--- config.mk ---
export PLATFORM = sky130hd
export DESIGN_NAME = dwa_seg_dac_front
export DESIGN_NICKNAME = d
export VERILOG_FILES = /design/src/rtl/dwa_seg_dac_front.sv
export SDC_FILE = /design/constraint.sdc
export NUM_CORES = 1
export LEC_CHECK = 0
export BUFFER_PORTS_ARGS = -buffer_cell sky130_fd_sc_hd__buf_2
export CELL_PAD_IN_SITES_DETAIL_PLACEMENT = 2
export CELL_PAD_IN_SITES_GLOBAL_PLACEMENT = 2
export CORE_ASPECT_RATIO = 1.5
export CORE_UTILIZATION = 38
export DETAILED_ROUTE_END_ITERATION = 8
export PLACE_DENSITY_LB_ADDON = 0.1
export REMOVE_ABC_BUFFERS = 1
export SYNTH_ARGS = -nofsm -noshare
export SYNTH_HDL_FRONTEND = slang
export SYNTH_SLANG_ARGS = --single-unit
--- constraint.sdc ---
create_clock -name clk -period 4 [get_ports clk]
set_clock_uncertainty 0.05 [all_clocks]
set_input_delay 0.4 -clock clk [delete_from_list [all_inputs] [get_ports clk]]
set_output_delay 0.4 -clock clk [all_outputs]
set_load 0.03 [all_outputs]
--- src/rtl/dwa_seg_dac_front.sv ---
module dwa_seg_dac_front #(
  parameter int MSB_W = 6,
  parameter int LSB_W = 6
) (
  input  logic                         clk,
  input  logic                         rst_n,
  input  logic                         sleep,
  input  logic                         rot_en,
  input  logic                         fb_rst_en,
  input  logic                         in_valid,
  input  logic [MSB_W+LSB_W-1:0]       in_code,
  output logic                         in_ready,
  output logic [(1<<MSB_W)-2:0]        elem_ctl,
  output logic [LSB_W-1:0]             lsb_ctl,
  output logic                         phi_chg,
  output logic                         phi_xfer,
  output logic                         fb_rst
);
  localparam int NEL = (1 << MSB_W) - 1;

  typedef enum logic [1:0] {ST_LOAD, ST_CHG, ST_GAP, ST_XFER} st_t;

  st_t              st;
  logic [MSB_W-1:0] ptr, k_q;
  logic             rst_q;

  logic [MSB_W-1:0] k;
  logic [NEL-1:0]   ones, rotd, sel;
  logic [MSB_W:0]   sum;
  logic [MSB_W-1:0] ptr_nxt;
  logic             take;

  assign k        = in_code[MSB_W+LSB_W-1:LSB_W];
  assign ones     = {NEL{1'b1}} >> (NEL - int'(k));
  assign rotd     = (ones << ptr) | (ones >> (NEL - int'(ptr)));
  assign sel      = rot_en ? rotd : ones;
  assign sum      = {1'b0, ptr} + {1'b0, k};
  assign ptr_nxt  = (int'(sum) >= NEL) ? MSB_W'(int'(sum) - NEL) : sum[MSB_W-1:0];

  assign in_ready = (st == ST_LOAD) && !sleep;
  assign take     = in_ready && in_valid;
  assign phi_chg  = (st == ST_CHG);
  assign phi_xfer = (st == ST_XFER);
  assign fb_rst   = phi_chg && rst_q;

  always_ff @(posedge clk or negedge rst_n) begin
    if (!rst_n) begin
      st       <= ST_LOAD;
      ptr      <= '0;
      k_q      <= '0;
      rst_q    <= 1'b0;
      elem_ctl <= '0;
      lsb_ctl  <= '0;
    end else begin
      case (st)
        ST_LOAD: if (take) begin
          elem_ctl <= sel;
          lsb_ctl  <= in_code[LSB_W-1:0];
          k_q      <= k;
          rst_q    <= fb_rst_en;
          if (rot_en) ptr <= ptr_nxt;
          st       <= ST_CHG;
        end
        ST_CHG:  st <= ST_GAP;
        ST_GAP:  st <= ST_XFER;
        default: st <= ST_LOAD;
      endcase
    end
  end


  phase_overlap_chk: assert property (@(posedge clk) disable iff (!rst_n)
    !(phi_chg && phi_xfer));


  xfer_after_dead_chk: assert property (@(posedge clk) disable iff (!rst_n)
    phi_chg |=> (!phi_chg && !phi_xfer));


  ctl_hold_chk: assert property (@(posedge clk) disable iff (!rst_n)
    !take |=> ($stable(elem_ctl) && $stable(lsb_ctl)));


  elem_count_chk: assert property (@(posedge clk) disable iff (!rst_n)
    phi_chg |-> ($countones(elem_ctl) == int'(k_q)));


  ptr_range_chk: assert property (@(posedge clk) disable iff (!rst_n)
    int'(ptr) < NEL);


  sleep_idle_chk: assert property (@(posedge clk) disable iff (!rst_n)
    (sleep && st == ST_LOAD) |=> (!phi_chg && !phi_xfer));
endmodule

* Yosys cells after proc, flatten, opt, wreduce, memory -nomap -nowiden *
Cells that the tools add are included.

storage, ports and cells
  flip-flop bits (word level) = 78

operators by class
  shifts and indexed selects = 3
  order comparisons = 1
  add/subtract/negate cells = 4
  muxes and demuxes = 4
  bitwise gates (word level) = 1
  equality and inequality tests = 4
  reduce and logical (&&, ||, !) cells = 7

operator list
  kind                                                 number
  2-to-1 mux 63 bit                                    1
  OR 63 bit                                            1
  << shifter 63 x 6 -> 63 bit                          1
  >> shifter 63 x 32 -> 63 bit                         1
  >> shifter 63 x 32 -> 63 bit, first input constant   1
  subtractor 6 x 6 -> 7 bit, first input constant      2
  adder 6 x 6 -> 7 bit                                 1
  >= comparator 7 x 6 -> 1 bit, second input constant  1
  2-to-1 mux 6 bit                                     1
  case mux 2 bit (3 select lines)                      1
  subtractor 6 bit, second input constant              1
  == test 2 bit, second input constant                 2
  logical AND 1 bit                                    3
  AND reduction 3 bit                                  1
  == test 2 x 1 -> 1 bit, second input constant        1
  zero test 2 bit                                      1
  2-to-1 mux 2 bit                                     1
  != test 2 bit, second input constant                 1
  AND reduction 2 bit                                  1
  zero test 1 bit                                      1

* Longest topological paths before layout *
  word-level depth = 5
  depth in mapped cells = 11
  gate-level depth less buffers = 9

* Worst setup path after synthesis *
No wires, ideal clock.

  kind = input -> register
  from = in in_code[6]
  to = reg ptr[1]
  cell stages on the path = 9
  arrival time = 2.515 ns
  setup time = 0.136 ns
  path slack = 1.299 ns
  path buffers = 0
  cells stage by stage = ha_1 fa_1 a21o_1 a21oi_1 xor2_1 nor3_1 a311oi_2 mux2i_1 o21ai_0

between the ends
  word-level cells in the longest chain between the ends = 3
  elaborated cells between the ends (all ways) = 4

RTL lines
  element                                                           line  source
  start, declared                                                   11    input logic [MSB_W+LSB_W-1:0] in_code,
  adder 6 x 6 -> 7 bit *                                            37    assign sum = {1'b0, ptr} + {1'b0, k};
  subtractor 6 bit or >= comparator 7 x 6 -> 1 bit (tied branches)  38    assign ptr_nxt = (int'(sum) >= NEL) ? MSB_W'(int'(sum) - NEL) : sum[MSB_W-1:0];
  2-to-1 mux 6 bit *                                                38
  end signal, assigned                                              61    if (rot_en) ptr <= ptr_nxt;
  end, declared                                                     24    logic [MSB_W-1:0] ptr, k_q;

Every way passes the cells marked *; elsewhere a longest branch is shown, timed or not.
A chain may end at the register's enable or synchronous reset.

* Worst setup path after layout *
  from = reg ptr[1]
  to = reg elem_ctl[23]

between the ends
  word-level cells in the longest chain between the ends = 4
  elaborated cells between the ends (all ways) = 5

RTL lines
  element                       line  source
  subtractor 6 x 6 -> 7 bit     35    assign rotd = (ones << ptr) | (ones >> (NEL - int'(ptr)));
  >> shifter 63 x 32 -> 63 bit  35
  OR 63 bit *                   35
  2-to-1 mux 63 bit *           36    assign sel = rot_en ? rotd : ones;
  end signal, assigned          57    elem_ctl <= sel;
  end, declared                 13    output logic [(1<<MSB_W)-2:0] elem_ctl,

Marked as above.

==> impl_metrics.toml <==
[status]
status = "completed"

[worst_hold_path]
min_path_type = "in2async"

[power]
p_per_area_mw_per_mm2 = 903
p_leak_nw = 4.01
max-vdd-ir-drop_mv = 0.477
power.share.clock = 0.105
power_mw = 9.04
pwr-share-comb = 0.729
p_sw_frac = 0.584
switchingPower_mw = 5.28
internal-power_mw = 3.77
power_frac_seq = 0.167

[clock_network]
root_buffer = "clkbuf_16"
cts_setup_buffers = 0
h-tree-depth = 3
clock_latency_ps = 380
numCtsBuffers = 9
clk_pin_slew_ps = 80
holdBufCountCts = 0
postCtsResizedCells = 0
clock_path_buffers = 2
cts.sinks = 78
cts_tree = "built"

[floorplanning]
ios = 91
die_height_um = 188
core_area_mm2 = 0.0226
die_x_um = 126
die_area_mm2 = 0.0238
start_util = 0.390
rows = 67

[setup_path]
crit_end = "elem_ctl[23]$_DFFE_PN0P_"
rr_endpoint = "elem_ctl[23]$_DFFE_PN0P_"
worst-r2r-cell-count = 7
cpPeakStageDelay_ps = 870
start_kind = "register"
crit_family = "compound AO/OA/AOI/OAI gates"
end_kind = "register"
rr_startpoint = "ptr[1]$_DFFE_PN0P_"
crit_cells = 7
critPathLaunch = "ptr[1]$_DFFE_PN0P_"
path_cells = "inv_1 -> o31a_1 -> o21ai_0 -> a32oi_1 -> mux2i_1 -> o221ai_1 -> o21ai_0"
cp_max_fo = 41
r2r_slack_ps = 280
crit_slowest_cell = "dfrtp_2"
cp.arrival_ps = 3960
cpMostUsedCell = "o21ai_0"
worstPathRequired_ps = 4240
path_buf_inv = 1
crit_type = "reg2reg"

[synthesis]
yosys-top-cells-area = "dfrtp_1, a21oi_1, o21ai_0"
synth_area_mm2 = 0.00879
postSynthAreaPerCell_um2 = 7.48
yosysWarnings = 0
synth.most_common_cell = "nand2_1"
ys_types = 92
seq_area_frac_synth = 0.222
synth_ff_type = "dfrtp_1"
postSynthCellCount = 1175
synth_common_cells = "nand2_1, a21oi_1, nor2_1"
async_reset_ff_frac = 1.00
synth_top_area_frac = 0.222
synth-edff-count = 0
synth-seq-cells = 78
synth_top_area_cell = "dfrtp_1"

[global_routing]
grt_antenna_before_repair = 2
grt_max_degree = 51
grt_pass1_vias = 11900
grt_overflow_total = 0
grt_pass1_wl_mm = 79.1
globalRouteTotalUtil = 0.456

[final_layout]
diodes = 0
final_util = 0.444
drive_gt1_frac = 0.198
multi_input_area_mm2 = 0.00617
final_nets = 1269
layout.area.seq_mm2 = 0.00196
syn_to_final_growth_pct = 14.0
nFillCells = 2660

[drt]
viasPerCell = 7.50
final_antenna_net_count = 0
wl_mm = 53.8
drcViolationCount = 0
drtIter0Drc = 1015
drtPass1Iterations = 5
vias = 11400
post_drt_wl_per_cell_um = 35.4

[sta]
layout_setup_ws_ps = 277
finalMaxSlewViolations = 0
setup_viol = 0
rsz0062_at_grt = "no"
tightest_slew_ps = 1020
timing.fmax_mhz = 269
period_share = 0.931
finalHoldViolations = 0
tns_ps = 0
slew_headroom = 0.314
period_needed_ps = 3720

[placement]
hpwl_mm = 40.1
globalplace.congestion = 1.06
pre_cts_slack_ps = 399
portBuffers = 90

[job]
drv_cap = 0
metal layers:
| layer | wire length [um] | part of all wire | track usage |
|---|---|---|---|
| met5 | 18 | 0.00033 | 0 |
| met3 | 4170 | 0.077 | 0.0985 |
| met2 | 25100 | 0.47 | 0.739 |
| met1 | 19400 | 0.36 | 0.505 |
| met4 | 5040 | 0.094 | 0.391 |
sequential cells by signal, summed over array words and instances, names as in the netlist:
register  flops
ptr           6
elem_ctl     63
lsb_ctl       6
rst_q         1
st            2
cell families (layout without fill, tap and decap cells):
group	Yosys count	count (layout)	synth area share
flops	78	78	0.222
compound gates	505	505	0.406
buf+inv	146	215	0.0760
simple gates	374	374	0.204
xor+xnor	5	5	0.00498
mux	54	54	0.0682
fa+ha+maj	13	13	0.0191
placed cells by master, fill, tap and decap left out, types with 8 or more instances in the layout:
cell       instances
a221oi_1          19
nand2_1          105
o31ai_1           21
dfrtp_1           74
buf_2             89
clkbuf_16          9
ha_1              11
o21ai_0           82
o2111ai_1          9
a22o_1             8
and3_1             9
nand2b_1          15
and2_1            10
a31oi_1           24
inv_1             19
nand3_1           32
a211o_1           15
mux2_2            13
mux2i_1           37
buf_4             86
a22oi_1           15
or3_1             12
or2_2              8
o21a_1             9
nor3_1            36
a21oi_1           99
o22ai_1           21
o221ai_1          26
a32oi_1            8
nand4_1           14
o211ai_1          32
nor2_1            99
a211oi_1          20
worst min path at each step:
stage / startpoint / to / slack (ps) / cells after the start
after floorplan: rst_n / elem_ctl[0]$_DFFE_PN0P_ / 50 / 0
after global placement: lsb_ctl[3]$_DFFE_PN0P_ / lsb_ctl[3]$_DFFE_PN0P_ / 400 / 2
after detailed placement: lsb_ctl[1]$_DFFE_PN0P_ / lsb_ctl[1]$_DFFE_PN0P_ / 410 / 2
after CTS: rst_n / st[1]$_DFFE_PN0P_ / 40 / 1
after global routing: rst_n / st[1]$_DFFE_PN0P_ / 50 / 1
final: rst_n / st[1]$_DFFE_PN0P_ / 8 / 1
power by group through the flow:
stage / sequential, mW / combinational (mW) / clock (mW)
2_1_floorplan: 2.33 / 2.97 / 0
3_3_place_gp: 1.49 / 6.18 / 0
3_5_place_dp: 1.51 / 6.33 / 0
4_1_cts: 1.50 / 6.38 / 0.949
5_1_grt: 1.54 / 6.86 / 0.974
6_report: 1.51 / 6.59 / 0.947
stage by stage:
step           hold WS [ps]  instance area, um2  cells
3_5_place_dp            415                9690   1504
5_1_grt                46.0               10000   1520
6_report               8.11               10000   1520
4_1_cts                43.1               10000   1520
2_1_floorplan          54.4                8200   1051
3_3_place_gp            403                9690   1504
worst reg2reg max path: stages, from the launching register on:
cell	delay [ps]
dfrtp_2	870
inv_1	540
o31a_1	240
o21ai_0	810
a32oi_1	390
mux2i_1	400
o221ai_1	170
o21ai_0	170
cell type report:
cell class              instances  share of cell area
clock inverters                 5             0.00824
well taps                     276              0.0345
flip-flops and latches         78               0.195
repair buffers                177               0.113
multi-input cells             951               0.616
inverters                      22             0.00824
clock buffers                  11              0.0242
Note: power is estimated with default switching activity, not from simulation.
